[src/rtl/phase_duty_det.sv]
module phase_duty_det #(
  parameter int PE_W        = 16,
  parameter int SYNC_STAGES = 2
) (
  input  logic                   clk,
  input  logic                   rst_n,
  input  logic                   lo_in,
  input  logic                   ref_in,
  output logic                   up,
  output logic                   down,
  output logic signed [PE_W-1:0] phase_err
);

  localparam int SH_W = SYNC_STAGES + 1;
  localparam logic signed [PE_W-1:0] CNT_MAX = {1'b0, {(PE_W-1){1'b1}}};
  localparam logic signed [PE_W-1:0] CNT_MIN = {1'b1, {(PE_W-1){1'b0}}};
  localparam logic signed [PE_W-1:0] ONE     = PE_W'(1);

  logic [SH_W-1:0] lo_sh, ref_sh;
  logic lo_s, lo_p, ref_s, ref_p;
  logic lo_fall, ref_fall, ref_rise, both_hi, both_lo;
  logic armed, fire, up_q, dn_q;
  logic signed [PE_W-1:0] acc, acc_step, acc_seed;

  always_ff @(posedge clk or negedge rst_n)
    if (!rst_n) begin
      lo_sh  <= '0;
      ref_sh <= '0;
    end else begin
      lo_sh  <= {lo_sh[SH_W-2:0], lo_in};
      ref_sh <= {ref_sh[SH_W-2:0], ref_in};
    end

  assign lo_s     = lo_sh[SYNC_STAGES-1];
  assign lo_p     = lo_sh[SYNC_STAGES];
  assign ref_s    = ref_sh[SYNC_STAGES-1];
  assign ref_p    = ref_sh[SYNC_STAGES];
  assign lo_fall  = lo_p & ~lo_s;
  assign ref_fall = ref_p & ~ref_s;
  assign ref_rise = ref_s & ~ref_p;
  assign both_hi  = lo_s & ref_s;
  assign both_lo  = ~lo_s & ~ref_s;
  assign fire     = armed & both_hi;

  always_ff @(posedge clk or negedge rst_n)
    if (!rst_n) begin
      armed <= 1'b1;
      up_q  <= 1'b0;
      dn_q  <= 1'b0;
    end else begin
      if (fire)         armed <= 1'b0;
      else if (both_lo) armed <= 1'b1;
      if (fire)         up_q <= 1'b1;
      else if (lo_fall) up_q <= 1'b0;
      if (fire)          dn_q <= 1'b1;
      else if (ref_fall) dn_q <= 1'b0;
    end

  assign up   = up_q;
  assign down = dn_q;

  always_comb begin
    acc_step = acc;
    acc_seed = '0;
    if (up_q && !dn_q) begin
      acc_seed = ONE;
      if (acc != CNT_MAX) acc_step = acc + ONE;
    end else if (dn_q && !up_q) begin
      acc_seed = -ONE;
      if (acc != CNT_MIN) acc_step = acc - ONE;
    end
  end

  always_ff @(posedge clk or negedge rst_n)
    if (!rst_n) begin
      acc       <= '0;
      phase_err <= '0;
    end else if (ref_rise) begin
      phase_err <= acc;
      acc       <= acc_seed;
    end else begin
      acc <= acc_step;
    end

  p_rise_together_r2: assert property (@(posedge clk) disable iff (!rst_n)
    $rose(up_q) |-> ($rose(dn_q) && $past(lo_s && ref_s)));
  p_rise_needs_arm_r6: assert property (@(posedge clk) disable iff (!rst_n)
    $rose(up_q) |-> $past(armed));
  p_up_fall_on_lo_r3: assert property (@(posedge clk) disable iff (!rst_n)
    $fell(up_q) |-> $past(lo_p && !lo_s));
  p_dn_fall_on_ref_r4: assert property (@(posedge clk) disable iff (!rst_n)
    $fell(dn_q) |-> $past(ref_p && !ref_s));
  p_err_hold_r7: assert property (@(posedge clk) disable iff (!rst_n)
    !ref_rise |=> $stable(phase_err));
  p_acc_bounded_r8: assert property (@(posedge clk) disable iff (!rst_n)
    ($past(acc) == CNT_MAX && !$past(ref_rise)) |-> acc != CNT_MIN);

endmodule

[config.mk]
export PLATFORM = sky130hd
export DESIGN_NAME = phase_duty_det
export DESIGN_NICKNAME = d
export VERILOG_FILES = /design/src/rtl/phase_duty_det.sv
export SDC_FILE = /design/constraint.sdc
export NUM_CORES = 1
export LEC_CHECK = 0
export BUFFER_PORTS_ARGS = -buffer_cell sky130_fd_sc_hd__buf_2
export CAP_MARGIN = 20
export CORE_ASPECT_RATIO = 1.1
export CORE_MARGIN = 8
export CORE_UTILIZATION = 50
export DETAILED_ROUTE_END_ITERATION = 10
export PLACE_DENSITY = 0.69
export SLEW_MARGIN = 10
export SYNTH_ARGS = -nofsm -noshare
export SYNTH_HDL_FRONTEND = slang
export SYNTH_SLANG_ARGS = --single-unit
[constraint.sdc]
create_clock -name clk -period 5.6 [get_ports clk]
set_clock_uncertainty 0.1 [all_clocks]
set_input_delay 1.12 -clock clk [delete_from_list [all_inputs] [get_ports clk]]
set_output_delay 1.12 -clock clk [all_outputs]
set_load 0.01 [all_outputs]
* Word level (Yosys, flattened, before mapping) *
Index checks and enable logic that the tools add are counted.

word-level totals
  bits in registers = 41
  input port bits = 4
  output and inout bits = 18

cells by class
  add/subtract/negate cells = 2
  equal/unequal tests = 3
  multiplexer cells = 13
  bitwise logic cells = 9
  reductions and logical operators = 10

operator list
  cell                                                                     number
  16-bit two-way mux                                                       7
  16-bit inequality test, second input constant                            2
  16-bit by 2-bit adder with 16-bit output, second input constant          1
  16-bit by 2-bit subtractor with 16-bit output, second input constant     1
  1-bit bitwise AND                                                        6
  1-bit two-way mux                                                        6
  2-bit nonzero test                                                       3
  3-bit nonzero test                                                       2
  3-bit by 2-bit inequality test with 1-bit output, second input constant  1
  1-bit inverter                                                           3
  3-bit AND reduction                                                      1
  1-bit logical AND                                                        2
  1-bit logical NOT                                                        2

* Depth between registers and ports, before layout *
  word-level depth = 5
  gate-level depth with buffers = 11
  gate-level depth less buffers = 11

* Worst setup path before layout *
OpenSTA, ideal clock, no wires.

  path type = reg-to-reg
  start = register dn_q (netlist: down)
  end = register acc[8]
  arrival time = 2.635 ns
  setup slack = 2.778 ns
  cell stages (with the launch flop) = 12
  path buffers = 0
  cells stage by stage = dfrtp_1 inv_1 ha_1 inv_1 ha_1 nand3_1 nand2_1 or2_1 a21o_1 a21oi_1 mux2_2 a211oi_2

on the way
  longest elaborated chain between the ends = 4
  elaborated cells between the ends (all ways) = 11
  those cells by class = eq/ne: 1; mux: 4; reduce/logical: 6

ends and longest elaborated chain
  what                                                                                             line    RTL
  start: declaration                                                                               22      logic armed, fire, up_q, dn_q;
  start signal: assignment                                                                         49      dn_q <= 1'b0;
  start signal: assignment                                                                         55      if (fire) dn_q <= 1'b1;
  start signal: assignment                                                                         56      else if (ref_fall) dn_q <= 1'b0;
  1-bit logical NOT or 1-bit logical AND (tied branches)                                           65, 68
  1-bit logical AND or 16-bit two-way mux (tied branches)                                          65, 68
  3-bit by 2-bit inequality test with 1-bit output (no source line), or another cell as far along  n/a
  3-bit AND reduction (no source line) or 16-bit two-way mux (tied branches)                       n/a
  end signal: assignment                                                                           80      acc <= acc_seed;
  end signal: assignment                                                                           82      acc <= acc_step;
  end: declaration                                                                                 23      logic signed [PE_W-1:0] acc, acc_step, acc_seed;

Parallel ways exist; a longest one is shown, timed or not.
A chain may end at the register's enable or synchronous reset.

* Final worst setup path *
  start = register dn_q (netlist: down)
  end = register acc[15]

The elaborated chain is that of the path after synthesis.

==> results.sh <==
export IMPL_cellInternalPower_mw=0.866
export IMPL_tightestPinTransition_ns=0.942
export IMPL_placement_io_buffers=21
export IMPL_cts_num_sinks=41
export IMPL_netSwitchingFraction_pct=44.7
export IMPL_rsz_0062_raised_after_global_routing="no"
export IMPL_final_critical_path_setup_slack_ns=2.34
export IMPL_routabilityCongestion=0.871
export IMPL_hpwl_mm=3.71
export IMPL_globalRouteOverflowTotal=0
export IMPL_cts_root_buf="clkbuf_8"
export IMPL_synth_async_reset_ratio_pct=100
export IMPL_grt_pass1_vias=1907
export IMPL_critPathTopFamily="compound AO/OA/AOI/OAI gates"
export IMPL_synthesis_instances=266
export IMPL_cp_slowest_cell="ha_1"
export IMPL_fin_setup_tns_ns=0
export IMPL_min_period_ns=3.26
export IMPL_final_instance_count_excl_fill=343
export IMPL_timing_critical_path_cells="inv_1, ha_1, inv_1, ha_1, a21oi_1, o21ai_1, o31ai_2, a211o_1, a2111oi_0, nand3b_1, nor3_1"
export IMPL_worst_slew_margin_rel_pct=37.0
export IMPL_io_pins=22
export IMPL_antenna_found_initial=0
export IMPL_cts_repair_timing_setup_buffer_count=0
export IMPL_cts_hold_fix_buffers=0
export IMPL_power_leakage_nw=1.25
export IMPL_synth_ff_type="dfrtp_1"
export IMPL_worst_ep_arrival_time_ns=3.33
export IMPL_worst_setup_path_type="flip-flop to flip-flop"
export IMPL_final_min_period_over_clock_period_pct=58.1
export IMPL_n_antenna_cell=0
export IMPL_timing_critical_path_slowest_cell_delay_ns=0.51
export IMPL_drc=0
export IMPL_totalPowerFinal_mw=1.57
export IMPL_max_clock_buf_depth=2
export IMPL_synth_seq_area_share_pct=43.0
export IMPL_synth_top_cell_area_share_pct=41.9
export IMPL_drv_slew=0
export IMPL_fmax_ghz=0.307
export IMPL_tritoncts="built"
export IMPL_coreArea_um2=4620
export IMPL_largest_net_degree_at_the_start_of_global_routing=42
export IMPL_timing_critical_path_from_type="flip-flop"
export IMPL_seq_power_share_pct=34.0
export IMPL_routed_wire_length_mm=5.21
export IMPL_cellPowerDensity_nw_per_um2=596
export IMPL_postLayoutCoreUtil_pct=56.8
export IMPL_placement_rows=26
export IMPL_design_final_nets=309
export IMPL_drt_pre_antenna_iters=4
export IMPL_syn_mean_instance_area_um2=8.99
export IMPL_placed_cells=335
export IMPL_detail_route_vias_per_cell=5.73
export IMPL_number_of_flops_mapped_to_enable_cells_by_yosys=0
export IMPL_layout_drive_gt1_share_pct=12.9
export IMPL_vdd_ir_drop_worst_v=0.000199
export IMPL_cts_reportedPaths_clkPinSlew_ns=0.08
export IMPL_dieHeight_um=88.5
export IMPL_area_growth_pct=9.79
export IMPL_grtUsageTotal_pct=15.4
export IMPL_cell_type_with_the_highest_aggregate_area_in_the_netlist="dfrtp_1"
export IMPL_drv_max_cap_violation_count=0
export IMPL_outcome="finished clean"
export IMPL_layout_common_cells="nand2_1 (53), dfrtp_1 (40), a21oi_1 (32)"
export IMPL_first_pass_grt_wire_length_mm=8.79
export IMPL_final_setup_viol_count=0
export IMPL_floorplan_initialDensity_pct=51.8
export IMPL_mostFrequentLayoutCell="nand2_1"
export IMPL_dr_first_iter_drc_count=94
export IMPL_worst_skew_pair_late_latency_ns=0.29
export IMPL_fp_dieW_um=81.9
export IMPL_place_worst_setup_slack_ns=2.38
export IMPL_dieArea_um2=7250
export IMPL_via_count=1965
export IMPL_cts_resized=0
export IMPL_fillers=422
export IMPL_synth_top_cells_by_area="dfrtp_1 (42%), ha_1 (9.4%), nand2_1 (8.3%), a21oi_1 (6.7%), nor2_1 (3.0%)"
export IMPL_antenna_left=0
export IMPL_worst_setup_end_kind="flip-flop"
export IMPL_p_sw_mw=0.699
export IMPL_p_clk_share_pct=12.8
export IMPL_worstPathRequired_ns=5.68
export IMPL_ys_warn_count=0
export IMPL_number_of_hold_violations_in_the_final_report=0
export IMPL_wl_per_cell_um=15.2
export IMPL_timing_hold_worst_class="flip-flop to flip-flop"
export IMPL_cts_max_level=2
export IMPL_synth_seq_cells=41
export IMPL_netlist_area_um2=2390
export IMPL_number_of_clock_buffers_inserted_by_tritoncts=5
export IMPL_netlist_cell_type_count=46
export IMPL_synth_nets=289
export IMPL_worst_path_max_fanout=18
export IMPL_share_comb_of_total_power_pct=53.2
export IMPL_critical_path_buf_inv_count=2
==> metrics by stage <==
step           hold WS [ns]  cell area (µm²)
6_report              0.253             2630
5_1_grt               0.260             2630
4_1_cts               0.257             2630
3_5_place_dp          0.239             2530
3_3_place_gp          0.235             2530
2_1_floorplan         0.231             2390
==> layout make-up <==
type                    count  area, µm²  area share, %
clock buffers               7       86.3           3.29
multi-input cells         205       1280           48.6
well taps                  56       70.1           2.67
clock inverters             1       7.51          0.286
repair buffers             23        120           4.58
inverters                  10       37.5           1.43
flip-flops and latches     41       1030           39.1
==> worst paths after layout <==
check	startpoint	end	slack, ns	cells after the start
setup reg to reg	down$_DFFE_PN0P_	acc[15]$_DFFE_PN0P_	2.34	11
max in group asynchronous	rst_n	lo_sh[0]$_DFF_PN0_	3.99	1
min in group asynchronous	rst_n	acc[6]$_DFFE_PN0P_	0.84	1
hold reg to reg	ref_sh[0]$_DFF_PN0_	ref_sh[1]$_DFF_PN0_	0.25	0
hold / removal	ref_sh[0]$_DFF_PN0_	ref_sh[1]$_DFF_PN0_	0.25	0
setup / recovery	down$_DFFE_PN0P_	acc[15]$_DFFE_PN0P_	2.34	11
==> synth_stat cells, types with 6 or more instances <==
library cell	number
dfrtp_1	40
nor2_1	19
nand2_1	53
clkbuf_1	6
o21ai_0	10
nand3_1	8
a21oi_1	32
nand4_1	7
xor2_1	8
inv_1	10
ha_1	18
==> routing by layer <==
metal | vias up | track usage (%) | wire length [µm]
li1 | 971 | - | -
met1 | 932 | 18.8 | 2320
met2 | 54 | 26.1 | 2510
met3 | 8 | 3.15 | 315
met4 | 0 | 5.27 | 65
met5 | - | 0 | 0
==> flip-flops by register name (all words and copies together), names as in the netlist <==
signal     cells
armed          1
acc           16
down           1
lo_sh          3
phase_err     16
ref_sh         3
up             1
==> power groups by stage <==
stage | combinational [mW] | sequential [mW] | clock (mW)
floorplan | 0.641 | 0.515 | 0
CTS | 0.836 | 0.527 | 0.208
finish | 0.833 | 0.532 | 0.201
global placement | 0.819 | 0.531 | 0
detailed placement | 0.832 | 0.533 | 0
global route | 0.939 | 0.548 | 0.222
==> kinds of logic (layout without fill, tap and decap cells) <==
| group | count (synthesis) | after routing | share of synthesized area (%) |
|---|---|---|---|
| AO/OA/AOI/OAI | 65 | 65 | 17.0 |
| XOR/XNOR | 12 | 12 | 4.40 |
| adder cells (fa/ha/maj) | 20 | 20 | 10.7 |
| buffers and inverters | 20 | 41 | 3.66 |
| flip-flops | 41 | 41 | 43.0 |
| multiplexers | 5 | 5 | 2.15 |
| AND/OR/NAND/NOR | 103 | 103 | 19.2 |
Power figures use the tool's default switching activity.
